--- config.mk ---
export PLATFORM = sky130hd
export DESIGN_NAME = tcap_irq_agg
export DESIGN_NICKNAME = d
export VERILOG_FILES = /design/src/rtl/tcap_pkg.sv /design/src/rtl/tcap_edge_qual.sv /design/src/rtl/tcap_capture.sv /design/src/rtl/tcap_sts_bank.sv /design/src/rtl/tcap_irq_agg.sv
export SDC_FILE = /design/constraint.sdc
export NUM_CORES = 1
export LEC_CHECK = 0
export ABC_AREA = 1
export BUFFER_PORTS_ARGS = -buffer_cell sky130_fd_sc_hd__buf_2
export CAP_MARGIN = 10
export CORE_MARGIN = 2
export CORE_UTILIZATION = 30
export CTS_CLUSTER_DIAMETER = 40
export DETAILED_ROUTE_END_ITERATION = 10
export PLACE_DENSITY = 0.52
export SLEW_MARGIN = 40
export SYNTH_ARGS = -nofsm -noshare
export SYNTH_HDL_FRONTEND = slang
export SYNTH_SLANG_ARGS = --single-unit
--- constraint.sdc ---
create_clock -name clk -period 1.6 [get_ports clk]
set_clock_uncertainty 0.05 [all_clocks]
set_input_delay 0.08 -clock clk [delete_from_list [all_inputs] [get_ports clk]]
set_output_delay 0.08 -clock clk [all_outputs]
set_load 0.05 [all_outputs]
--- src/rtl/tcap_pkg.sv ---
package tcap_pkg;
  localparam int unsigned TCAP_NGPIO = 2;

  // status layout: tx per port, rx per port, pin captures, timer
  function automatic int unsigned tcap_nsrc(input int unsigned nports);
    return 2 * nports + TCAP_NGPIO + 1;
  endfunction
endpackage

--- src/rtl/tcap_edge_qual.sv ---
module tcap_edge_qual #(
  parameter int unsigned QUAL_CYC = 4
) (
  input  logic clk,
  input  logic rst_n,
  input  logic pin,
  input  logic pol,
  output logic evt
);
  localparam int unsigned CNT_W = $clog2(QUAL_CYC + 1);
  localparam logic [CNT_W-1:0] CNT_MAX = CNT_W'(QUAL_CYC);
  localparam logic [CNT_W-1:0] CNT_HIT = CNT_W'(QUAL_CYC - 1);

  logic             sync1_q, sync2_q;
  logic [CNT_W-1:0] cnt_q, cnt_d;
  logic             act;

  always_ff @(posedge clk or negedge rst_n) begin
    if (!rst_n) begin
      sync1_q <= 1'b0;
      sync2_q <= 1'b0;
    end else begin
      sync1_q <= pin;
      sync2_q <= sync1_q;
    end
  end

  assign act = (sync2_q == pol);

  // counter starts saturated: an idle level must be seen before an edge
  always_comb begin
    cnt_d = cnt_q;
    if (!act)                cnt_d = '0;
    else if (cnt_q != CNT_MAX) cnt_d = cnt_q + 1'b1;
  end

  always_ff @(posedge clk or negedge rst_n) begin
    if (!rst_n) cnt_q <= CNT_MAX;
    else        cnt_q <= cnt_d;
  end

  assign evt = act && (cnt_q == CNT_HIT);

  assert_one_shot_R2: assert property (@(posedge clk) disable iff (!rst_n)
    evt |=> !evt);
  assert_held_active_R2: assert property (@(posedge clk) disable iff (!rst_n)
    evt |-> $past(act));
endmodule

--- src/rtl/tcap_capture.sv ---
module tcap_capture #(
  parameter int unsigned TIME_W = 64
) (
  input  logic              clk,
  input  logic              rst_n,
  input  logic              load,
  input  logic [TIME_W-1:0] time_now,
  output logic [TIME_W-1:0] cap
);
  logic [TIME_W-1:0] cap_q, cap_d;

  always_comb begin
    cap_d = cap_q;
    if (load) cap_d = time_now;
  end

  always_ff @(posedge clk or negedge rst_n) begin
    if (!rst_n) cap_q <= '0;
    else        cap_q <= cap_d;
  end

  assign cap = cap_q;
endmodule

--- src/rtl/tcap_sts_bank.sv ---
module tcap_sts_bank #(
  parameter int unsigned NSRC = 9
) (
  input  logic            clk,
  input  logic            rst_n,
  input  logic [NSRC-1:0] set_v,
  input  logic [NSRC-1:0] clr_v,
  output logic [NSRC-1:0] sts
);
  logic [NSRC-1:0] sts_q, sts_d;

  always_comb sts_d = set_v | (sts_q & ~clr_v);

  always_ff @(posedge clk or negedge rst_n) begin
    if (!rst_n) sts_q <= '0;
    else        sts_q <= sts_d;
  end

  assign sts = sts_q;

  assert_set_wins_R9: assert property (@(posedge clk) disable iff (!rst_n)
    (|set_v) |=> ((sts_q & $past(set_v)) == $past(set_v)));
  assert_sticky_R9: assert property (@(posedge clk) disable iff (!rst_n)
    (|sts_q) |=> ((($past(sts_q) & ~$past(clr_v)) & ~sts_q) == '0));
endmodule

--- src/rtl/tcap_irq_agg.sv ---
module tcap_irq_agg
  import tcap_pkg::*;
#(
  parameter int unsigned NUM_PORTS = 3,
  parameter int unsigned TIME_W    = 64,
  parameter int unsigned QUAL_CYC  = 4,
  localparam int unsigned NSRC     = tcap_nsrc(NUM_PORTS)
) (
  input  logic                       clk,
  input  logic                       rst_n,
  input  logic [TIME_W-1:0]          time_now,
  input  logic [TCAP_NGPIO-1:0]      gpio_in,
  input  logic [TCAP_NGPIO-1:0]      gpio_pol,
  input  logic [NUM_PORTS-1:0]       tx_ts_pulse,
  input  logic [NUM_PORTS-1:0]       rx_ts_pulse,
  input  logic                       cmp_evt,
  input  logic [NSRC-1:0]            irq_en,
  input  logic                       clr_we,
  input  logic [NSRC-1:0]            clr_mask,
  output logic [NSRC-1:0]            irq_sts,
  output logic [TCAP_NGPIO*TIME_W-1:0] cap_time,
  output logic                       irq_out
);
  localparam int unsigned G_BASE  = 2 * NUM_PORTS;
  localparam int unsigned TMR_BIT = G_BASE + TCAP_NGPIO;

  logic [TCAP_NGPIO-1:0] gevt;
  logic [TCAP_NGPIO-1:0] load;
  logic [NSRC-1:0]       w1c, set_v, clr_v, sts;

  assign w1c   = clr_we ? clr_mask : '0;
  assign set_v = {cmp_evt, gevt, rx_ts_pulse, tx_ts_pulse};
  assign clr_v = w1c | ({{(NSRC-1){1'b0}}, |gevt} << TMR_BIT);

  for (genvar g = 0; g < TCAP_NGPIO; g++) begin : g_pin
    tcap_edge_qual #(.QUAL_CYC(QUAL_CYC)) u_qual (
      .clk   (clk),
      .rst_n (rst_n),
      .pin   (gpio_in[g]),
      .pol   (gpio_pol[g]),
      .evt   (gevt[g])
    );

    // keep the first timestamp until software has taken it
    assign load[g] = gevt[g] & (~sts[G_BASE+g] | w1c[G_BASE+g]);

    tcap_capture #(.TIME_W(TIME_W)) u_cap (
      .clk      (clk),
      .rst_n    (rst_n),
      .load     (load[g]),
      .time_now (time_now),
      .cap      (cap_time[g*TIME_W +: TIME_W])
    );

    assert_cap_kept_R6: assert property (@(posedge clk) disable iff (!rst_n)
      (sts[G_BASE+g] && !w1c[G_BASE+g]) |=> $stable(cap_time[g*TIME_W +: TIME_W]));
    assert_pin_sets_R5: assert property (@(posedge clk) disable iff (!rst_n)
      gevt[g] |=> sts[G_BASE+g]);
  end

  tcap_sts_bank #(.NSRC(NSRC)) u_sts (
    .clk   (clk),
    .rst_n (rst_n),
    .set_v (set_v),
    .clr_v (clr_v),
    .sts   (sts)
  );

  assign irq_sts = sts;
  assign irq_out = |(sts & irq_en);

  assert_pin_clears_timer_R7: assert property (@(posedge clk) disable iff (!rst_n)
    ((|gevt) && !cmp_evt) |=> !sts[TMR_BIT]);
endmodule

# Yosys cells after proc, flatten, opt, wreduce, memory -nomap -nowiden
# Index checks and enable logic that the tools add are counted.
[totals]
reg_bits = 147
input_bits = 96
output_inout_bits = 138
elab_cells = 39
[op_classes]
addsub = 2
eq_ne = 8
n_mux = 5
bitwise = 11
reduce_logical = 4
[ops]
columns = ["cell", "n"]
rows = [
  ["$and 9x9->9", 2],
  ["$or 9x9->9", 2],
  ["$mux 3", 4],
  ["$mux 9", 1],
  ["$not 9->9", 1],
  ["$reduce_or 9->1", 1],
  ["$add 3x1->3 const B", 2],
  ["$eq 3x2->1 const B", 2],
  ["$ne 3x3->1 const B", 2],
  ["$ne 2x2->1 const B", 2],
  ["$and 1x1->1", 2],
  ["$eq 1x1->1", 2],
  ["$logic_and 1x1->1", 2],
  ["$not 1->1", 2],
  ["$or 1x1->1", 2],
  ["$reduce_or 2->1", 1],
]

# Depth between registers and ports, before layout
[depth]
word_depth = 7
mapped_depth = 7

# By module
# Synthesis repeated with hierarchy kept, for this count alone.
[unflattened]
hier_cells = 692
hier_area_um2 = 5982.0
[modules_own_cells]
columns = ["module", "n_inst", "cells_per_inst", "area_each_um2"]
rows = [
  ["tcap_capture", 2, 270, 2446.1],
  ["tcap_edge_qual", 2, 33, 270.3],
  ["tcap_sts_bank", 1, 45, 360.3],
  ["tcap_irq_agg", 1, 41, 188.9],
]

# Least setup slack after synthesis
# No wires, ideal clock.
[synth_path]
kind = "register to register"
startpoint = "reg g_pin[0].u_qual.cnt_q[0]"
endpoint = "reg g_pin[0].u_cap.cap_q[0]"
arrival_ns = 1.265
required_ns = 1.431
slack_ns = 0.166
stages_incl_launch_ff = 7
path_buffers = 2
path_cell_list = "dfrtp_1 > ha_1 > ha_1 > buf_2 > buf_2 > nand4_1 > nand2_1"
[synth_via]
elab_chain_cells = 3
[synth_rtl]
columns = ["element", "line_no", "source"]
rows = [
  ["start, declared", "tcap_edge_qual.sv:15", "logic [CNT_W-1:0] cnt_q, cnt_d;"],
  ["start signal, assigned", "tcap_edge_qual.sv:39", "else cnt_q <= cnt_d;"],
  ["$eq 3x2->1", "tcap_edge_qual.sv:42", "assign evt = act && (cnt_q == CNT_HIT);"],
  ["$logic_and 1x1->1", "tcap_edge_qual.sv:42", ""],
  ["$and 1x1->1", "tcap_irq_agg.sv:45", "assign load[g] = gevt[g] & (~sts[G_BASE+g] | w1c[G_BASE+g]);"],
  ["end signal, assigned", "tcap_capture.sv:19", "else cap_q <= cap_d;"],
  ["end, declared", "tcap_capture.sv:10", "logic [TIME_W-1:0] cap_q, cap_d;"],
]
# Every way passes these cells.
# A chain may end at the register's enable or synchronous reset.

# Worst setup path after layout
[layout_path]
startpoint = "reg g_pin[1].u_qual.cnt_q[0]"
endpoint = "reg u_sts.sts_q[8], in the netlist u_sts.sts[8]"
[layout_via]
elab_chain_cells = 7
[layout_rtl]
columns = ["element", "line_no", "source"]
rows = [
  ["start, declared", "tcap_edge_qual.sv:15", ""],
  ["start signal, assigned", "tcap_edge_qual.sv:39", ""],
  ["$eq 3x2->1", "tcap_edge_qual.sv:42", ""],
  ["$logic_and 1x1->1", "tcap_edge_qual.sv:42", ""],
  ["$reduce_or 2->1", "tcap_irq_agg.sv:33", "assign clr_v = w1c | ({{(NSRC-1){1'b0}}, |gevt} << TMR_BIT);"],
  ["$or 9x9->9", "tcap_irq_agg.sv:33", ""],
  ["$not 9->9", "tcap_sts_bank.sv:12", "always_comb sts_d = set_v | (sts_q & ~clr_v);"],
  ["$and 9x9->9", "tcap_sts_bank.sv:12", ""],
  ["$or 9x9->9", "tcap_sts_bank.sv:12", ""],
  ["named net u_sts.sts_d[8]", "tcap_sts_bank.sv:10", "logic [NSRC-1:0] sts_q, sts_d;"],
  ["end signal, assigned", "tcap_sts_bank.sv:16", "else sts_q <= sts_d;"],
  ["end, declared", "tcap_sts_bank.sv:10", ""],
]
# The timed path passes the listed nets, and every way through them passes these cells.

==> impl_metrics.toml <==
[timing]
period_needed_ns = 1.49
fin_tns_setup_ns = 0
slew_violations = 0
fin_crit_sh = 0.929
grt_setup_unrepaired = "no"
worst_slew_pin_slew_ns = 0.418
slew_headroom = 0.721
fmax_ghz = 0.672
final-hold-violation-count = 0
setup_viol = 0

[synthesis]
synth_nets = 768
syn_inst = 666
ys_ff_latch = 147
synth_area_leaders = "dfrtp_1, nand2_1, nand4_1, buf_6, buf_2"
synth.distinct_cells = 22
syn_avg_cell_area_um2 = 9.53
ys_seq_area_frac = 0.580
synth_top_cell_by_area = "dfrtp_1"
netlist_area_um2 = 6350
synth_top_area_share = 0.572
yosys_warnings = 0

[die]
chipWidth_um = 149
core_area_um2 = 20900
start_util = 0.304
rows = 53
die_h_um = 149
die_area_um2 = 22300
pin_count = 234

[route]
drc = 0
drt_iter0_markers = 247
dr.pass1.iters = 4
wl_per_cell_um = 16.3
postRouteAntennaNets = 0
vias = 5944
routed_via_density = 4.72
wl_um = 20500

[min_path]
hp-class = "primary input to async pin"

[worst_setup_path]
worst-path-max-fanout = 32
crit_required_ns = 1.86
cp.arrival_ns = 1.74
start_kind = "flop"
slowest_delay_ns = 0.38
path_cells = "ha_1, ha_2, buf_6, nand2_1, nand3_1, nand2_1"
critPathSlowestCell = "dfrtp_1"
worstSetupPathType = "flop to flop"
crit_top_cell = "nand2_1"
cp-end-kind = "flop"

[clocking]
clock_latency_ns = 0.41
ctsRootBufferMaster = "clkbuf_16"
clkSlewWorstSetupHoldPaths_ns = 0.06
cts_max_level = 4
cts_tree = "yes"
clockBufferDepth = 2
cts_buffers = 17
cts_sinks = 147

[finish]
fin_area_um2 = 9210
area_delta_synth_final_pct = 45.0
stdcell_count = 1260
nets = 1074
antennaDiodeCount = 0
n_fill_cell = 2069
multi_input_area_um2 = 2170
layout-drive-gt1-share = 0.309
regArea_um2 = 3680

[placed_design]
place_congestion = 0.728
placed_cell_area_um2 = 7730
dp_hpwl_um = 13300
port_buffers = 233
dp.cells = 1144

[pwr]
peakVddDrop_uv = 1080
p_leak_nw = 5.03
p_per_area_nw_per_um2 = 2180

[global_route]
grtUsageTotal = 0.185
grt_pass1_vias = 5984
grt_overflow = 0
grt_first_pass_wirelength_um = 32200
antenna_found_initial = 0
grt_max_degree = 66

[status]
status = "complete, no violations"

[job]
drv_cap = 0
-- per-stage QoR --
stage               hold slack [ns]  power, mW  worst slack, ns   util
floorplan                    -0.266       13.2            0.166      -
global placement            -0.0185       15.6           0.0712  0.370
detailed placement          -0.0170       15.7           0.0455  0.370
CTS                           0.109       20.2           0.0152  0.440
global route                  0.134       21.1          0.00723  0.441
finish                        0.106       20.0            0.113  0.441
-- cell usage in the layout, fill, tap and decap left out, types with 4 or more instances in the layout --
cell           netlist  routed
a21o_1               6       6
buf_12               0      10
buf_2               19     231
buf_4                9      14
bufinv_16            0       4
clkbuf_16            0      17
dfrtp_1            145     145
dlygate4sd3_1        0      83
ha_1                 6       4
inv_1               11      11
nand2_1            288     288
nand2_2              4       4
nand3_1              4       4
nand4_1            128     128
o21ai_0              4       4
-- flip-flops by register name, summed over array words and instances, names as in the netlist --
| signal | flops |
|---|---|
| g_pin.u_qual.sync1_q | 2 |
| g_pin.u_qual.cnt_q | 6 |
| g_pin.u_cap.cap | 128 |
| g_pin.u_qual.sync2_q | 2 |
| u_sts.sts | 9 |
-- worst max-delay path: cells and delay by family (launching register included) --
family / cells / cell delay [ns]
fa+ha+maj: 2 / 0.39
simple gates: 3 / 0.27
flops: 1 / 0.38
buf+inv: 1 / 0.28
-- layer usage --
metal / part of all wire / GRT usage / up-vias
met5: 0 / 0 / -
met4: 0.0079 / 0.0443 / 0
met2: 0.49 / 0.308 / 183
met1: 0.45 / 0.244 / 2874
li1: - / - / 2871
met3: 0.059 / 0.0418 / 16
-- timing repair --
| action | 4_1_cts | 5_1_grt |
|---|---|---|
| setup endpoints to repair | 0 | 8 |
| setup buffers | 0 | 1 |
| resized for setup | 0 | 3 |
| hold buffers | 83 | 0 |
| endpoints found under the hold margin | 285 | 0 |
-- report_power, final --
group	total, mW	switching, mW	internal (mW)
clock	4.27	1.62	2.65
combinational	9.63	7.60	2.02
sequential	6.14	0.851	5.29
-- synth_stat cells --
cell type / count
buf_2: 19
inv_1: 11
nand2_2: 4
nand3_1: 4
nand2_1: 288
buf_4: 9
dfstp_2: 2
buf_6: 25
nand4_1: 128
a21o_1: 6
o21ai_0: 4
clkbuf_1: 2
dfrtp_1: 145
inv_2: 2
and3_1: 1
nand3_4: 2
ha_1: 6
a21oi_1: 2
nor2_1: 1
a21boi_0: 1
a22oi_1: 2
nand2_4: 2
-- cell type report --
cell class	instances	area share
sequential	147	0.400
timing repair buffer	342	0.253
multi-input combinational	451	0.236
clock buffer	19	0.0481
tap	275	0.0374
clock inverter	13	0.0200
inverter	13	0.00530
-- logic make-up after synthesis --
| group | Yosys count | synth area share |
|---|---|---|
| compound gates | 15 | 0.0154 |
| flops | 147 | 0.580 |
| buf+inv | 68 | 0.0788 |
| fa+ha+maj | 6 | 0.0118 |
| simple gates | 430 | 0.314 |
-- path summary, 6_finish.rpt --
kind                                               start                  endpoint  slack, ns  cells past startpoint
worst max register to register  g_pin[1].u_qual.cnt_q[0]              u_sts.sts[8]       0.11                      6
max in group asynchronous                          rst_n  g_pin[0].u_qual.cnt_q[2]       0.75                      3
worst max-delay path            g_pin[1].u_qual.cnt_q[0]              u_sts.sts[8]       0.11                      6
worst min register to register   g_pin[1].u_qual.sync1_q   g_pin[1].u_qual.sync2_q       0.30                      0
worst min-delay path                               rst_n    g_pin[0].u_cap.cap[34]       0.11                      2
min in group clk                                  clr_we              u_sts.sts[8]       0.14                      4
Note: power is estimated with default switching activity, not from simulation.
